<file path="src/rtl/pgx_pkg.sv">
// Package: shared constants and the access-class encoding for the paged
// SRAM address extension unit.
// Assumes page pointers are packed in this fixed order inside the register
// file, directly after the scratch registers.
package pgx_pkg;

    localparam int PTR_CNT = 5;

    // Pointer slots, in register-index order after the scratch registers
    localparam int PTR_CUR = 0;
    localparam int PTR_STK = 1;
    localparam int PTR_IDX = 2;
    localparam int PTR_MVR = 3;
    localparam int PTR_MVW = 4;

    // Access class codes reported by the core
    typedef enum logic [2:0] {
        ACC_DIRECT  = 3'd0,
        ACC_INDEXED = 3'd1,
        ACC_STACK   = 3'd2,
        ACC_MVI_PTR = 3'd3,
        ACC_MVI_RD  = 3'd4,
        ACC_MVI_WR  = 3'd5
    } acc_class_e;

endpackage

</file>
<file path="src/rtl/pgx_regfile.sv">
// Module: register file holding the scratch bytes and the page pointers.
// Indices 0..NSCR-1 are scratch registers. The next PTR_CNT indices are the
// page pointers, and any higher index reads 0 and ignores writes.
// Assumes PAGE_W <= DATA_W and NSCR + PTR_CNT <= 2**REG_AW.
module pgx_regfile
    import pgx_pkg::*;
#(
    parameter int DATA_W = 8,
    parameter int PAGE_W = 3,
    parameter int NSCR   = 4,
    parameter int REG_AW = 4
) (
    input  logic                             clk,
    input  logic                             rst_n,
    input  logic                             reg_wr,
    input  logic [REG_AW-1:0]                reg_addr,
    input  logic [DATA_W-1:0]                reg_wdata,
    output logic [DATA_W-1:0]                reg_rdata,
    output logic [PTR_CNT-1:0][PAGE_W-1:0]   ptr_q
);

    localparam int PTR_BASE = NSCR;

    logic [DATA_W-1:0] scr_r [NSCR];
    logic [PAGE_W-1:0] ptr_r [PTR_CNT];

    for (genvar s = 0; s < NSCR; s++) begin : g_scr
        // Scratch byte s: full-width storage, cleared on reset
        always_ff @(posedge clk) begin
            if (!rst_n)
                scr_r[s] <= '0;
            else if (reg_wr && reg_addr == REG_AW'(s))
                scr_r[s] <= reg_wdata;
        end
    end

    for (genvar p = 0; p < PTR_CNT; p++) begin : g_ptr
        // Page pointer p: keeps only the low PAGE_W bits of the write data
        always_ff @(posedge clk) begin
            if (!rst_n)
                ptr_r[p] <= '0;
            else if (reg_wr && reg_addr == REG_AW'(PTR_BASE + p))
                ptr_r[p] <= reg_wdata[PAGE_W-1:0];
        end
        assign ptr_q[p] = ptr_r[p];
    end

    // Read mux: decoded index selects a register, reserved bits read 0
    always_comb begin
        reg_rdata = '0;
        for (int i = 0; i < NSCR; i++)
            if (reg_addr == REG_AW'(i))
                reg_rdata = scr_r[i];
        for (int i = 0; i < PTR_CNT; i++)
            if (reg_addr == REG_AW'(PTR_BASE + i))
                reg_rdata = DATA_W'(ptr_r[i]);
    end

    AST_PTR_HOLD: assert property (@(posedge clk) disable iff (!rst_n)
        !reg_wr |=> $stable(ptr_q)) else $error("pointer changed without write");
    AST_CUR_LANDS: assert property (@(posedge clk) disable iff (!rst_n)
        (reg_wr && reg_addr == REG_AW'(PTR_BASE + PTR_CUR))
        |=> ptr_q[PTR_CUR] == $past(reg_wdata[PAGE_W-1:0])) else $error("current page write lost");
    AST_RSVD_IDX_NOP: assert property (@(posedge clk) disable iff (!rst_n)
        (reg_wr && reg_addr >= REG_AW'(PTR_BASE + PTR_CNT))
        |=> $stable(ptr_q)) else $error("reserved index changed a pointer");

endmodule

</file>
<file path="src/rtl/pgx_page_sel.sv">
// Module: chooses the page for one access from the access class, the
// paging-mode flags and the page pointers. It is purely combinational; clk
// and rst_n serve only the assertions next to the logic.
// Assumes flag bit 1 set means the current-page pointer is enabled.
module pgx_page_sel
    import pgx_pkg::*;
#(
    parameter int PAGE_W = 3
) (
    input  logic                           clk,
    input  logic                           rst_n,
    input  logic [2:0]                     acc_class,
    input  logic [1:0]                     mode_flags,
    input  logic [PTR_CNT-1:0][PAGE_W-1:0] ptr,
    output logic [PAGE_W-1:0]              page
);

    logic [PAGE_W-1:0] direct_page;
    acc_class_e        cls;

    assign cls = acc_class_e'(acc_class);

    // Direct-page rule: current page when enabled by the flags, else page 0
    always_comb begin
        direct_page = mode_flags[1] ? ptr[PTR_CUR] : '0;
    end

    // Class decode: each class picks its own pointer, unknown codes page 0
    always_comb begin
        case (cls)
            ACC_DIRECT,
            ACC_MVI_PTR: page = direct_page;
            ACC_INDEXED: page = ptr[PTR_IDX];
            ACC_STACK:   page = ptr[PTR_STK];
            ACC_MVI_RD:  page = ptr[PTR_MVR];
            ACC_MVI_WR:  page = ptr[PTR_MVW];
            default:     page = '0;
        endcase
    end

    AST_FLAGS_OFF_PAGE0: assert property (@(posedge clk) disable iff (!rst_n)
        (acc_class == 3'd0 && !mode_flags[1]) |-> page == '0) else $error("direct page not 0");
    AST_STACK_PAGE: assert property (@(posedge clk) disable iff (!rst_n)
        acc_class == 3'd2 |-> page == ptr[PTR_STK]) else $error("stack page wrong");
    AST_INDEX_PAGE: assert property (@(posedge clk) disable iff (!rst_n)
        acc_class == 3'd1 |-> page == ptr[PTR_IDX]) else $error("index page wrong");
    AST_UNUSED_PAGE0: assert property (@(posedge clk) disable iff (!rst_n)
        acc_class[2:1] == 2'b11 |-> page == '0) else $error("unused class not page 0");

endmodule

</file>
<file path="src/rtl/sram_page_extender.sv">
// Module: top of the paged SRAM address extension unit. It joins the
// register file and the page selector, and forms {page, offset}.
// Assumes the core holds acc_* stable while it samples sram_addr.
module sram_page_extender
    import pgx_pkg::*;
#(
    parameter int DATA_W = 8,
    parameter int OFS_W  = 8,
    parameter int PAGE_W = 3,
    parameter int NSCR   = 4,
    parameter int REG_AW = 4,
    localparam int ADDR_W = PAGE_W + OFS_W
) (
    input  logic              clk,
    input  logic              rst_n,
    input  logic              reg_wr,
    input  logic [REG_AW-1:0] reg_addr,
    input  logic [DATA_W-1:0] reg_wdata,
    output logic [DATA_W-1:0] reg_rdata,
    input  logic [2:0]        acc_class,
    input  logic [1:0]        mode_flags,
    input  logic [OFS_W-1:0]  acc_offset,
    output logic [ADDR_W-1:0] sram_addr
);

    logic [PTR_CNT-1:0][PAGE_W-1:0] ptr_q;
    logic [PAGE_W-1:0]              sel_page;

    pgx_regfile #(
        .DATA_W (DATA_W),
        .PAGE_W (PAGE_W),
        .NSCR   (NSCR),
        .REG_AW (REG_AW)
    ) u_regs (
        .clk       (clk),
        .rst_n     (rst_n),
        .reg_wr    (reg_wr),
        .reg_addr  (reg_addr),
        .reg_wdata (reg_wdata),
        .reg_rdata (reg_rdata),
        .ptr_q     (ptr_q)
    );

    pgx_page_sel #(
        .PAGE_W (PAGE_W)
    ) u_sel (
        .clk        (clk),
        .rst_n      (rst_n),
        .acc_class  (acc_class),
        .mode_flags (mode_flags),
        .ptr        (ptr_q),
        .page       (sel_page)
    );

    // Address former: page on top of the untouched offset
    always_comb begin
        sram_addr = {sel_page, acc_offset};
    end

    AST_OFFSET_PASS: assert property (@(posedge clk) disable iff (!rst_n)
        sram_addr[OFS_W-1:0] == acc_offset) else $error("offset altered");
    AST_MVR_PAGE: assert property (@(posedge clk) disable iff (!rst_n)
        acc_class == 3'd4 |-> sram_addr[ADDR_W-1:OFS_W] == ptr_q[PTR_MVR]) else $error("read-move page wrong");
    AST_PTRFETCH_RULE: assert property (@(posedge clk) disable iff (!rst_n)
        (acc_class == 3'd3 && mode_flags[1])
        |-> sram_addr[ADDR_W-1:OFS_W] == ptr_q[PTR_CUR]) else $error("pointer fetch page wrong");

endmodule

</file>
<file path="config.mk">
export PLATFORM = sky130hd
export DESIGN_NAME = sram_page_extender
export DESIGN_NICKNAME = d
export VERILOG_FILES = /design/src/rtl/pgx_pkg.sv /design/src/rtl/pgx_regfile.sv /design/src/rtl/pgx_page_sel.sv /design/src/rtl/sram_page_extender.sv
export SDC_FILE = /design/constraint.sdc
export NUM_CORES = 1
export LEC_CHECK = 0
export CORE_AREA = 2 2 72 74
export CTS_BUF_LIST = sky130_fd_sc_hd__clkbuf_16
export DETAILED_ROUTE_END_ITERATION = 6
export DIE_AREA = 0 0 74 76
export GPL_TIMING_DRIVEN = 0
export PLACE_DENSITY = 0.93
export SYNTH_ARGS = -nofsm -noshare
export SYNTH_HDL_FRONTEND = slang
export SYNTH_HIERARCHICAL = 1
export SYNTH_SLANG_ARGS = --single-unit
</file>
<file path="constraint.sdc">
create_clock -name clk -period 3 [get_ports clk]
set_input_delay 0.6 -clock clk [delete_from_list [all_inputs] [get_ports clk]]
set_output_delay 0.6 -clock clk [all_outputs]
set_load 0.1 [all_outputs]
</file>
==> results of run 1 <==
kinds of logic (layout without fill, tap and decap cells):
family | count (synthesis) | in the layout | share of synthesized area [%]
AOI/OAI and AO/OA | 29 | 29 | 6.78
xor gates and xnor gates | 1 | 1 | 0.332
buffers and inverters | 20 | 64 | 6.30
DFF | 47 | 47 | 53.5
muxes | 11 | 11 | 7.91
and+or+nand+nor | 112 | 112 | 25.2
per-layer routing:
layer | vias up | track usage [%]
met5 | - | 0
li1 | 887 | -
met2 | 134 | 36.0
met3 | 23 | 4.89
met1 | 922 | 26.4
met4 | 0 | 8.91
flip-flops by register name, summed over array words and instances (netlist names):
register	cells
u_regs/scr_r	32
u_regs/ptr_r	15
cells in the mapped netlist (2+ instances only):
cell	n	share of area, %
a211oi_1	3	0.85
a21oi_1	4	0.76
a31oi_1	3	0.71
and2_1	40	9.5
and3_1	3	0.71
buf_12	2	1.5
buf_2	2	0.38
buf_4	11	3.1
buf_6	2	0.85
clkbuf_1	2	0.28
edfxtp_1	47	53
mux2_4	3	1.7
mux4_1	5	5.0
nand2_1	13	1.8
nand2b_1	4	0.95
nand3_1	13	2.5
nand3b_1	5	1.4
nor2_1	16	2.3
nor2_2	3	0.71
nor2b_1	4	0.95
nor4bb_1	3	1.1
o211ai_1	2	0.57
o21ai_0	9	1.7
o21ai_1	2	0.38
o21bai_1	2	0.57
o32ai_1	2	0.66
tightest hold or removal path, cell delays in order:
cell and delay, ps:
clkbuf_1 170, nand2_1 100, nand2_1 100
path summary, 6_finish.rpt:
kind / from / to / cells after the start
max: reg_addr[0] / reg_rdata[1] / 9
min: reg_wr / u_regs/ptr_r[2][0] / 3
area by class of cell:
cell class                      count  area (µm²)  share of cell area, %
Tap cell                           70        87.6                   2.67
Timing Repair Buffer               37         374                   11.4
Sequential cell                    47        1410                   43.1
Clock inverter                      2        13.8                  0.420
Buffer                             19         169                   5.16
Inverter                            1        3.75                  0.115
Clock buffer                        5         125                   3.82
Multi-Input combinational cell    153        1090                   33.3
through the flow:
step / instance area, µm² / utilization (%) / setup WS (ps)
after CTS: 3200 / 65.1 / 7.50
after floorplan: 2640 / - / 290
after global placement: 3080 / 62.7 / -802
final: 3280 / 66.7 / 13.1
after global routing: 3280 / 66.7 / -52.9
after detailed placement: 3080 / 62.7 / -868
repair_timing:
| action | in CTS | in global routing |
|---|---|---|
| pin swaps | 0 | 1 |
| setup endpoints to repair | 11 | 12 |
| buffers inserted | 0 | 2 |
| resized for setup | 53 | 13 |
| endpoints found under the hold margin | 0 | 0 |
where the power goes:
part | switching, W | internal [W] | total (W)
clock network | 0.000215 | 0.000303 | 0.000519
registers | 0.0000157 | 0.000763 | 0.000778
logic | 0.000233 | 0.000115 | 0.000349
total | 0.000464 | 0.00118 | 0.00165
==> results.cfg, run 1 <==
[outcome]
status = complete, no violations

[cts]
cts_tree = built
clkTransAtPathRegs_ps = 50
cts-hold-fix-buffers = 0
cts_root_buf = clkbuf_16
clockBufferDepth = 2
htree_levels = 2
clock_sinks = 47
cts_made_buffers = 5

[route]
wl_met3_um = 463
firstDrtPassIters = 5
wire_per_inst_um = 18.0
met1_length_um = 2290
vias = 1966
ant_nets = 0
routed-wl-met2_um = 3060
viasPerCell = 5.89
wl_um = 6000
drtIter0Drc = 170
drc = 0
highest_layer = met4

[finish]
area_growth_pct = 24.1
diodes = 0
layout_commonest_cell = edfxtp_1
drive_gt1_share_pct = 20.5
layout.nets = 292
fillCellCount = 354
stdcell_count = 334
layout_common_cells = edfxtp_1 (47), and2_1 (40), clkdlybuf4s50_1 (23)

[pwr]
peakVddDrop_mv = 0.521
power.leakage_nw = 1.20
finalPower_w = 0.00165
power_density_mw_per_mm2 = 502

[synthesis]
synth-edff-count = 47
async_reset_ff_share_pct = 0
synth_area_mm2 = 0.00264
syn_inst = 220
yosys_warnings = 6
syn_area_per_cell_um2 = 12.0
synth_ff_type = edfxtp_1
synth_cell_types = 41
synth_seq_cells = 47
synth_nets = 248
ys_seq_area_share_pct = 53.5

[global_route]
antenna_found_initial = 0
grtUsageTotal_pct = 21.5
grt_pass1_wl_um = 9170
grt_max_degree = 15
grt_overflow = 0
grt_pass1_vias = 1918

[setup_path]
crit_buf_inv = 5
cp-start-kind = primary input
crit_type = primary input to output port
endpoint_kind = output port
critPathMaxFanout = 10
cp_top_family = buffers and inverters
arrival_ps = 2390
cp_cell_sequence = clkdlybuf4s50_1, buf_6, buf_12, buf_12, nand3b_1, a211oi_2, o32ai_2, nand3_1, buf_12
cpMostUsedCell = buf_12
required_ps = 2400
cp_slowest_stage_delay_ps = 500
cp_slowest_cell = clkdlybuf4s50_1

[sta]
tightest_slew_ps = 1360
hold_slack_ps = 870
period_minus_slack_ps = 2990
relSlewSlack_pct = 8.21
slew_violations = 0
fmax_ghz = 0.335
final_hold_viol_count = 0
period_share_pct = 99.6
fin_setup_tns_ps = 0
setup_viol = 0

[floorplan]
initial_core_util_pct = 53.7
die_h_um = 76
placementRows = 26
io_pins = 47
die_x_um = 74
fp.coreArea_mm2 = 0.00491
die_area_mm2 = 0.00562

[job]
cap_violations = 0

[worst_hold_path]
min_path_type = primary input to register

[placement]
io_buffers = 35
placed_cells = 325
hpwl_um = 4230
place.gp.congestion = 0.843
No activity file was read; power rests on OpenSTA's default activity.
==> run 2, diff against run 1 <==
RECOVER_POWER = 25   (was not set)
==> run 2 against run 1 <==
Against the previous run:
- largest power group unchanged
- fmax up 0.18%
- critical endpoint unchanged
- global-route usage unchanged
- largest cell class unchanged
- clock-buffer cell count is the same
- total power about the same
==> results.cfg, run 2 (synthesized netlist as in run 1, its figures left out) <==
[finish]
fillCellCount = 355
multi_input_comb_area_mm2 = 0.00109
final_util_pct = 66.6
largestRegisters = u_regs/scr_r x32, u_regs/ptr_r x15
regArea_mm2 = 0.00141
layout.nets = 292
drive_gt1_share_pct = 20.1
diodes = 0
layout_common_cells = edfxtp_1 (47), and2_1 (40), clkdlybuf4s50_1 (23)
area_growth_pct = 24.0
layout_commonest_cell = edfxtp_1
largest_register_ffs = 32
largest_register = u_regs/scr_r

[route]
vias = 1948
ant_nets = 0
drc = 0
drtIter0Drc = 185
viasPerCell = 5.83
wl_um = 6000
firstDrtPassIters = 5
wire_per_inst_um = 17.9

[cts]
cts-hold-fix-buffers = 0
cts_made_buffers = 5
clkTransAtPathRegs_ps = 50
cts_root_buf = clkbuf_16
cts_tree = built
clockBufferDepth = 2
clock_sinks = 47
htree_levels = 2

[sta]
final_hold_viol_count = 0
fmax_ghz = 0.335
slew_violations = 0
worst_slack_ps = 18.5
relSlewSlack_pct = 8.63
period_minus_slack_ps = 2980
setup_viol = 0
tightest_slew_ps = 1360
period_share_pct = 99.4

[global_route]
grt_max_degree = 15
antenna_found_initial = 0
grtUsageTotal_pct = 21.5
grt_pass1_wl_um = 9170
grt_pass1_vias = 1918
grt_overflow = 0

[floorplan]
fp.coreArea_mm2 = 0.00491
die_area_mm2 = 0.00562
io_pins = 47
initial_core_util_pct = 53.7
die_h_um = 76
die_x_um = 74
placementRows = 26

[placement]
io_buffers = 35
hpwl_um = 4230
dp_worst_setup_slack_ps = -868
place.gp.congestion = 0.843

[setup_path]
cpMostUsedCell = buf_12
path_depth = 9
cp_top_family = buffers and inverters
cp_cell_sequence = clkdlybuf4s50_1, buf_6, buf_12, buf_12, nand3b_1, a211oi_2, o32ai_2, nand3_1, buf_12
cp_slowest_stage_delay_ps = 500
cp-start-kind = primary input
cp_slowest_cell = clkdlybuf4s50_1
required_ps = 2400
endpoint_kind = output port
arrival_ps = 2380
critPathMaxFanout = 10
crit_buf_inv = 5
crit_type = primary input to output port

[worst_hold_path]
min_path_type = primary input to register
whs_path_depth = 3

[outcome]
status = complete, no violations

[job]
cap_violations = 0

[pwr]
power.leakage_nw = 1.20
peakVddDrop_mv = 0.520
power_density_mw_per_mm2 = 503
[run 2: cell types whose count changed in the layout (fill, tap and decap cells not counted)]
cell     change
nor2b_1      +1
nor2b_2      -1
[run 2: stage by stage]
stage               cell area, µm²  power [W]  hold slack, ps  instances  TNS, ps
floorplan                     2640    0.00103             798        220        0
global placement              3080    0.00112            1130        325    -6740
detailed placement            3080    0.00113            1150        325    -8970
CTS                           3200    0.00164             858        332        0
global route                  3270    0.00170             898        334    -70.1
finish                        3270    0.00165             876        334        0
[run 2: cell type report]
class,instances,share of cell area (%)
Sequential cell,47,43.1
Timing Repair Buffer,37,11.4
Clock inverter,2,0.420
Buffer,19,5.16
Multi-Input combinational cell,153,33.3
Clock buffer,5,3.82
Tap cell,70,2.68
Inverter,1,0.115
[run 2: final timing paths]
kind,from,to,slack [ps]
setup / recovery,reg_addr[0],reg_rdata[1],20
hold / removal,reg_wr,u_regs/ptr_r[2][0],880
[run 2: repair_timing]
action | CTS | global route
cloned | 0 | 0
setup buffers | 0 | 2
resized for setup | 53 | 13
pin swaps | 0 | 1
setup endpoints to repair | 11 | 12
[run 2: where the power goes]
group          internal, W  switching [W]  leakage, nW
logic             0.000115       0.000233        0.679
clock network     0.000303       0.000216       0.0696
registers         0.000763      0.0000157        0.450
[run 2: routing by layer]
| metal | global-route usage [%] | vias up | wire (µm) |
|---|---|---|---|
| met5 | 0 | - | 0 |
| li1 | - | 890 | - |
| met1 | 26.4 | 904 | 2220 |
| met2 | 36.0 | 135 | 3100 |
| met4 | 8.91 | 0 | 165 |
| met3 | 4.89 | 19 | 517 |
